## src/rtl/prog_entry_pkg.sv

```systemverilog
package prog_entry_pkg;
  typedef enum logic [1:0] {
    ST_WAIT   = 2'd0,
    ST_SHIFT  = 2'd1,
    ST_ACTIVE = 2'd2
  } pe_state_e;

  localparam int unsigned N_TGT    = 4;
  localparam int unsigned TGT_USER = 0;
  localparam int unsigned TGT_KEY  = 1;
  localparam int unsigned TGT_SEC1 = 2;
  localparam int unsigned TGT_SEC2 = 3;
endpackage

```

## src/rtl/pe_preamble.sv

```systemverilog
module pe_preamble #(
  parameter int unsigned PRE_CLKS = 24
) (
  input  logic clk_i,
  input  logic rst_ni,
  input  logic line_i,
  output logic armed_o
);
  localparam int unsigned CW = $clog2(PRE_CLKS + 1);
  localparam logic [CW-1:0] PRE_MAX = CW'(PRE_CLKS);

  logic [CW-1:0] cnt_q;

  // counts consecutive high samples, saturating
  always_ff @(posedge clk_i or negedge rst_ni) begin
    if (!rst_ni)               cnt_q <= '0;
    else if (!line_i)          cnt_q <= '0;
    else if (cnt_q != PRE_MAX) cnt_q <= cnt_q + 1'b1;
  end

  assign armed_o = (cnt_q == PRE_MAX);

  p_sat_r2: assert property (@(posedge clk_i) disable iff (!rst_ni)
    cnt_q <= PRE_MAX);
  p_clear_r2: assert property (@(posedge clk_i) disable iff (!rst_ni)
    !line_i |=> !armed_o);
endmodule

```

## src/rtl/pe_shifter.sv

```systemverilog
module pe_shifter #(
  parameter int unsigned CODE_W = 10
) (
  input  logic              clk_i,
  input  logic              rst_ni,
  input  logic              load_i,
  input  logic              en_i,
  input  logic              bit_i,
  output logic [CODE_W-1:0] word_o,
  output logic              last_o
);
  localparam int unsigned IW = $clog2(CODE_W);
  localparam logic [IW-1:0] LAST_IDX = IW'(CODE_W - 1);

  logic [CODE_W-1:0] sreg_q;
  logic [IW-1:0]     idx_q;

  always_ff @(posedge clk_i or negedge rst_ni) begin
    if (!rst_ni) begin
      sreg_q <= '0;
      idx_q  <= '0;
    end else if (load_i) begin
      sreg_q <= '0;
      idx_q  <= '0;
    end else if (en_i) begin
      sreg_q <= {bit_i, sreg_q[CODE_W-1:1]};
      idx_q  <= (idx_q == LAST_IDX) ? '0 : idx_q + 1'b1;
    end
  end

  // word including the bit sampled this cycle, LSB first
  assign word_o = {bit_i, sreg_q[CODE_W-1:1]};
  assign last_o = en_i && (idx_q == LAST_IDX);

  p_idx_range_r3: assert property (@(posedge clk_i) disable iff (!rst_ni)
    idx_q <= LAST_IDX);
endmodule

```

## src/rtl/pe_decode.sv

```systemverilog
module pe_decode
  import prog_entry_pkg::*;
#(
  parameter int unsigned       CODE_W   = 10,
  parameter logic [CODE_W-1:0] MEM_CODE = 10'h2B4,
  parameter logic [CODE_W-1:0] SEC_CODE = 10'h0D9
) (
  input  logic [CODE_W-1:0] code_i,
  input  logic              pulse_i,
  input  logic              vsense_i,
  output logic [N_TGT-1:0]  tgt_o
);
  always_comb begin
    tgt_o = '0;
    if (pulse_i) begin
      if (code_i == MEM_CODE) begin
        if (vsense_i) tgt_o[TGT_USER] = 1'b1;
        else          tgt_o[TGT_KEY]  = 1'b1;
      end else if (code_i == SEC_CODE) begin
        if (vsense_i) tgt_o[TGT_SEC1] = 1'b1;
        else          tgt_o[TGT_SEC2] = 1'b1;
      end
    end
  end

  always_comb begin
    a_dec_onehot_r9: assert ($onehot0(tgt_o));
  end
endmodule

```

## src/rtl/prog_entry_decoder.sv

```systemverilog
module prog_entry_decoder
  import prog_entry_pkg::*;
#(
  parameter int unsigned       PRE_CLKS = 24,
  parameter int unsigned       CODE_W   = 10,
  parameter logic [CODE_W-1:0] MEM_CODE = 10'h2B4,
  parameter logic [CODE_W-1:0] SEC_CODE = 10'h0D9
) (
  input  logic             clk_i,
  input  logic             rst_ni,
  input  logic             line_i,
  input  logic             pulse_i,
  input  logic             vsense_i,
  output logic             prog_active_o,
  output logic [N_TGT-1:0] target_o
);
  pe_state_e         state_q, state_d;
  logic [N_TGT-1:0]  tgt_q, tgt_d, dec_tgt;
  logic [CODE_W-1:0] word;
  logic              armed, start, shift_last;

  pe_preamble #(.PRE_CLKS(PRE_CLKS)) u_pre (
    .clk_i  (clk_i),
    .rst_ni (rst_ni),
    .line_i (line_i),
    .armed_o(armed)
  );

  assign start = (state_q == ST_WAIT) && !line_i && armed;

  pe_shifter #(.CODE_W(CODE_W)) u_shift (
    .clk_i (clk_i),
    .rst_ni(rst_ni),
    .load_i(start),
    .en_i  (state_q == ST_SHIFT),
    .bit_i (line_i),
    .word_o(word),
    .last_o(shift_last)
  );

  pe_decode #(.CODE_W(CODE_W), .MEM_CODE(MEM_CODE), .SEC_CODE(SEC_CODE)) u_dec (
    .code_i  (word),
    .pulse_i (pulse_i),
    .vsense_i(vsense_i),
    .tgt_o   (dec_tgt)
  );

  always_comb begin
    state_d = state_q;
    tgt_d   = tgt_q;
    unique case (state_q)
      ST_WAIT:  if (start) state_d = ST_SHIFT;
      ST_SHIFT: if (shift_last) begin
        if (dec_tgt != '0) begin
          state_d = ST_ACTIVE;
          tgt_d   = dec_tgt;
        end else begin
          state_d = ST_WAIT;
        end
      end
      ST_ACTIVE: if (line_i) begin
        state_d = ST_WAIT;
        tgt_d   = '0;
      end
      default: begin
        state_d = ST_WAIT;
        tgt_d   = '0;
      end
    endcase
  end

  always_ff @(posedge clk_i or negedge rst_ni) begin
    if (!rst_ni) begin
      state_q <= ST_WAIT;
      tgt_q   <= '0;
    end else begin
      state_q <= state_d;
      tgt_q   <= tgt_d;
    end
  end

  assign prog_active_o = (state_q == ST_ACTIVE);
  assign target_o      = tgt_q;

  p_exclusive_r9: assert property (@(posedge clk_i) disable iff (!rst_ni)
    $onehot0(target_o) && (prog_active_o == (target_o != '0)));
  p_abort_r8: assert property (@(posedge clk_i) disable iff (!rst_ni)
    prog_active_o && line_i |=> !prog_active_o);
  p_hold_r7: assert property (@(posedge clk_i) disable iff (!rst_ni)
    prog_active_o && !line_i |=> prog_active_o && $stable(target_o));
  p_entry_last_r3: assert property (@(posedge clk_i) disable iff (!rst_ni)
    !prog_active_o && !shift_last |=> !prog_active_o);
endmodule

```

## config.mk

```make
export PLATFORM = sky130hd
export DESIGN_NAME = prog_entry_decoder
export DESIGN_NICKNAME = d
export VERILOG_FILES = /design/src/rtl/prog_entry_pkg.sv /design/src/rtl/pe_preamble.sv /design/src/rtl/pe_shifter.sv /design/src/rtl/pe_decode.sv /design/src/rtl/prog_entry_decoder.sv
export SDC_FILE = /design/constraint.sdc
export NUM_CORES = 1
export LEC_CHECK = 0
export BUFFER_PORTS_ARGS = -buffer_cell sky130_fd_sc_hd__buf_2
export CAP_MARGIN = 0
export CORE_ASPECT_RATIO = 0.5
export CORE_UTILIZATION = 48
export DETAILED_ROUTE_END_ITERATION = 6
export GPL_ROUTABILITY_DRIVEN = 0
export PLACE_DENSITY = 0.66
export SLEW_MARGIN = 20
export SYNTH_ARGS = -nofsm -noshare
export SYNTH_HDL_FRONTEND = slang
export SYNTH_HIERARCHICAL = 1
export SYNTH_SLANG_ARGS = --single-unit
```

## constraint.sdc

```tcl
create_clock -name clk_i -period 2.1 [get_ports clk_i]
set_input_delay 0.105 -clock clk_i [delete_from_list [all_inputs] [get_ports clk_i]]
set_output_delay 0.105 -clock clk_i [all_outputs]
set_load 0.05 [all_outputs]
```

Word-level counts from Yosys, hierarchy flattened:

Cells that the tools add are included.
W data, S select, Z words.

* bitwise logic cells: 1
* magnitude comparators: 0
* divide/modulo/power cells: 0
* multiply operators: 0
* $add $sub $neg: 2
* eq/ne operators: 12
* shift-type cells: 0
* reduce and logical (&&, ||, !) cells: 9
* muxes and demuxes: 22

Operators with widths (count)
* $mux W4: 7
* $mux W10: 2
* $mux W2: 7
* $pmux W4 S3: 1
* $eq A10 B10 Y1 const B: 1
* $eq A10 B8 Y1 const B: 1
* $mux W5: 2
* $ne A2 B2 Y1 const B: 4
* $pmux W2 S3: 1
* $add A5 B1 Y5 const B: 1
* $eq A5 B5 Y1 const B: 1
* $ne A5 B5 Y1 const B: 1
* $add A4 B1 Y4 const B: 1
* $eq A4 B4 Y1 const B: 1
* $reduce_and A4 Y1: 1
* $reduce_bool A4 Y1: 1
* $logic_and A1 B1 Y1: 3
* $reduce_and A3 Y1: 1
* $eq A2 B1 Y1 const B: 1
* $eq A2 B2 Y1 const B: 1
* $logic_not A2 Y1: 1
* $mux W1: 2
* $ne A2 B1 Y1 const B: 1
* $reduce_bool A2 Y1: 1
* other kinds (2): 2

* bits in writable memories: 0
* register bits: 25
* memories: 0
* latch bits: 0
* bits of input ports: 5
* output and inout bits: 5
* logic and storage cells: 51
* memory bits (read-only): 0

Longest topological paths before layout:

* depth after elaboration: 8
* depth in mapped cells: 7
* gate-level depth less buffers: 6

Modules after synthesis:

Netlist, hierarchy kept.

By module, submodules not included
* pe_shifter: instances 1, area each 620.6 um^2, seq. area each 325.3 um^2, cells each 57
* pe_preamble: instances 1, area each 287.8 um^2, seq. area each 125.1 um^2, cells each 27
* prog_entry_decoder: instances 1, area each 282.8 um^2, seq. area each 150.1 um^2, cells each 21
* pe_decode: instances 1, area each 103.8 um^2, seq. area each 0.0 um^2, cells each 14

Least setup slack after synthesis:

Ideal clock, no wire load.

* kind: register to register
* from: register u_pre.cnt_q[0]
* to: register u_shift.sreg_q[1]
* period minus slack after synthesis: 1911 ps
* library setup time: 122 ps
* arrival: 1789 ps
* required time: 1978 ps
* setup slack: 189 ps
* cell stages (with the launch flop): 8
* path buffers: 2
* path through: dfrtp_1 > inv_1 > ha_1 > and4b_1 > buf_6 > nor4b_1 > buf_2 > nor2_1

* longest elaborated chain between the ends: 3
* elaborated cells on any way between the ends: 4
* classes of those cells: eq/ne: 1; mux: 1; reduce/logical: 2

RTL lines
* start: declaration: line pe_preamble.sv:12 `logic [CW-1:0] cnt_q;`
* start signal: assignment: line pe_preamble.sv:18 `else if (cnt_q != PRE_MAX) cnt_q <= cnt_q + 1'b1;`
* $eq A5 B5 Y1 (*): line pe_preamble.sv:21 `assign armed_o = (cnt_q == PRE_MAX);`
* named net armed: line prog_entry_decoder.sv:20 `logic armed, start, shift_last;`
* $logic_and A1 B1 Y1 (*): line prog_entry_decoder.sv:29 `assign start = (state_q == ST_WAIT) && !line_i && armed;`
* named net start: line prog_entry_decoder.sv:20
* $mux W10 / $reduce_bool A2 Y1 (equally long branches)
* end signal: assignment: line pe_shifter.sv:26 `sreg_q <= {bit_i, sreg_q[CODE_W-1:1]};`
* end: declaration: line pe_shifter.sv:15 `logic [CODE_W-1:0] sreg_q;`

Mark *: on every way through the listed nets, which the timed path passes. The rest lies on a longest branch.
A chain may end at the register's enable or synchronous reset.

Final worst setup path:

* from: register u_shift.sreg_q[7]
* to: register tgt_q[3] (netlist: target_o[3])

* longest elaborated chain between the ends: 7
* elaborated cells on any way between the ends: 12
* classes of those cells: eq/ne: 3; mux: 7; reduce/logical: 2

RTL lines
* $eq A10 B8 Y1: line pe_decode.sv:19 `end else if (code_i == SEC_CODE) begin`
* $mux W2: line pe_decode.sv:19
* $mux W2 (*): line pe_decode.sv:16 `if (code_i == MEM_CODE) begin`
* $mux W4 (*): line pe_decode.sv:15 `if (pulse_i) begin`
* named net dec_tgt[2]: line prog_entry_decoder.sv:18 `logic [N_TGT-1:0] tgt_q, tgt_d, dec_tgt;`
* $reduce_bool A4 Y1 (*): line prog_entry_decoder.sv:54 `if (dec_tgt != '0) begin`
* $ne A2 B2 Y1 (no line) (*)
* $reduce_and A4 Y1 (no line) (*)
* end signal: assignment: line prog_entry_decoder.sv:78 `tgt_q <= tgt_d;`
* end: declaration: line prog_entry_decoder.sv:18

Mark *: on every way through the listed nets, which the timed path passes. The rest lies on a longest branch. The select of a mux whose other input is x is not followed.

==> results.toml <==
[synth]
synth_ff_type = "dfrtp_1"
synth_edf_count = 0
async_reset_ff_share_pct = 100
synth_cell_types = 37
yosys.area.top_type = "dfrtp_1"
synth_nets = 128
ys_warn_count = 6
synth_seq_cells = 24
yosysTopAreaCellShare_pct = 46.4
synth_area_per_cell_sq_um = 10.9
synth_cells = 119
synth_area_sq_um = 1290
synthTopCellsByArea = "dfrtp_1 46%, mux2i_1 10%, a22o_2 3.9%, ha_1 3.9%, nor2_1 3.5%"
yosysSeqAreaShare_pct = 46.4

[power_and_ir_drop]
peakVddDrop_v = 0.000592
p_sw_mw = 0.377
p_seq_share_pct = 57.1
powerDensity_nw_per_um2 = 836
p_int_mw = 0.811
p_clk_share_pct = 22.5
power.total_mw = 1.19
p_leak_nw = 0.630
p_sw_share_pct = 31.8
p_comb_share_pct = 20.4

[global_routing]
grt.overflow.total = 0
grt_antenna_before_repair = 0
grt_pass1_wl_microns = 3890
track_usage_pct = 19.4
grt_pass1_vias = 799
grt_max_degree = 25

[sta]
worst_slack_ns = 0.0987
min_period_ns = 2.00
final.setup.tns_ns = 0
slew_headroom_pct = 64.1
whs_ns = 0.316
period_share_pct = 95.3
worstMarginPinSlew_ns = 0.539
fmax_mhz = 500
report.final.slew_viol_count = 0
rsz0062_at_grt = "no"
finClkSkew_ns = 0.00133
hold_viol = 0
setup_viol = 0

[floorplanning]
num_io_pins = 10
row_count = 12
coreArea_sq_um = 2370
start_util_pct = 54.6
die_h_microns = 38.7
die_x_microns = 75.5
die-area_sq_um = 2920

[critical_path]
critPathMaxFanout = 4
required_ns = 2.31
end_kind = "register"
arrival_ns = 2.21
rrSetupSlack_ns = 0.1
crit_type = "reg2reg"
cp-start-kind = "register"

[routing]
post-route-drc-count = 0
vias_per_cell = 5.27
drtAntennaViolNets = 0
drt_iter0_markers = 45
wl_microns = 2390
wire_per_inst_microns = 14.5
num_vias = 870
first_pass_iters = 4

[layout]
final_util_pct = 59.9
n_fill_cell = 218
finalInstanceArea_sq_um = 1420
area.growth.synth_to_final_pct = 9.76
fin_cells = 165
antenna_cells = 0
drive_gt1_share_pct = 22.3
final_cell_mix = "24 x dfrtp_1, 13 x mux2i_1, 12 x nor2_1"
final_common_cell = "dfrtp_1"
fin_nets = 141

[cts]
cts_buffers = 3
clkSinkCount = 24
tritoncts = "built"
cts.clk_slew.worst_paths_ns = 0.08
postCtsSetupBuffers = 0
ctsResizeCount = 0
cts_buffer_depth = 2
hold_buffers = 1
htreeDepth = 1
cts-root-buf = "clkbuf_8"
clkLatencyLatePin_ns = 0.26

[place]
dp.cells = 161
pre_cts_ws_ns = 0.115
placed_area_sq_um = 1370
io_buffers = 9
dp_hpwl_microns = 1730

[outcome]
status = "complete, no violations"

[hold_path]
hp-class = "in2reg"

[job]
max_cap_violations = 0
-- synthesized netlist by cell type, types with 2 or more instances --
cell type and n:
dfrtp_1 24, mux2i_1 13, nor2_1 12, nand2_1 11
a22o_2 5, inv_1 5, ha_1 4, nand2b_1 4
nor3_1 4, a21oi_1 3, nand3b_1 3, and4b_1 2
buf_4 2, buf_6 2, nand3_1 2, nor2b_1 2
-- cells by family (layout without fill, tap and decap cells) --
logic type | count (synthesis) | after routing | synth area share [%]
multiplexers | 13 | 13 | 10.0
XOR/XNOR | 1 | 1 | 0.676
flip-flops | 24 | 24 | 46.4
AND/OR/NAND/NOR | 51 | 51 | 23.8
buffers and inverters | 10 | 21 | 4.73
adder cells (fa/ha/maj) | 4 | 4 | 3.86
AO/OA/AOI/OAI | 16 | 16 | 10.5
-- per-layer routing --
layer	track usage (%)	vias up	wire length, microns
li1	-	440	-
met1	25.4	420	1230
met2	31.3	6	1070
met3	6.25	4	62
met4	5.56	0	21
met5	0	-	0
-- cell type report --
| cell class | count | area, sq um | area share [%] |
|---|---|---|---|
| clock buffer | 3 | 41.3 | 2.90 |
| inverter | 5 | 18.8 | 1.32 |
| multi-input combinational | 85 | 639 | 45.0 |
| sequential | 24 | 601 | 42.3 |
| tap | 35 | 43.8 | 3.08 |
| timing repair buffer | 13 | 77.6 | 5.46 |
-- state kept, by name, summed over array words and instances (netlist names) --
name,cells
target_o,4
u_shift/idx_q,4
state_q,2
u_shift/sreg_q,9
u_pre/cnt_q,5
-- power by group through the flow --
stage,Clock (mW),Sequential (mW),Combinational [mW]
after detailed placement,0,0.685,0.239
after CTS,0.282,0.676,0.245
final,0.268,0.678,0.243
after global placement,0,0.679,0.228
after floorplan,0,0.650,0.190
after global routing,0.294,0.694,0.275
-- worst max-delay path: stages (launching register included) --
cell and delay (ns):
dfrtp_1 0.41, and4bb_1 0.29, and4b_2 0.23, nor3_1 0.06
or4_4 0.53, a31oi_4 0.25, a22o_2 0.18
-- final timing paths --
| check | cells past startpoint | end | start |
|---|---|---|---|
| worst max-delay path | 6 | target_o[3] | u_shift/sreg_q[7] |
| worst min-delay path | 4 | u_pre/cnt_q[3] | line_i |
| worst max register to register | 6 | target_o[3] | u_shift/sreg_q[7] |
| worst min register to register | 1 | target_o[0] | target_o[0] |
| max in group asynchronous | 2 | u_shift/idx_q[1] | rst_ni |
| min in group asynchronous | 2 | u_shift/sreg_q[2] | rst_ni |
(Power assumes the default switching activity.)
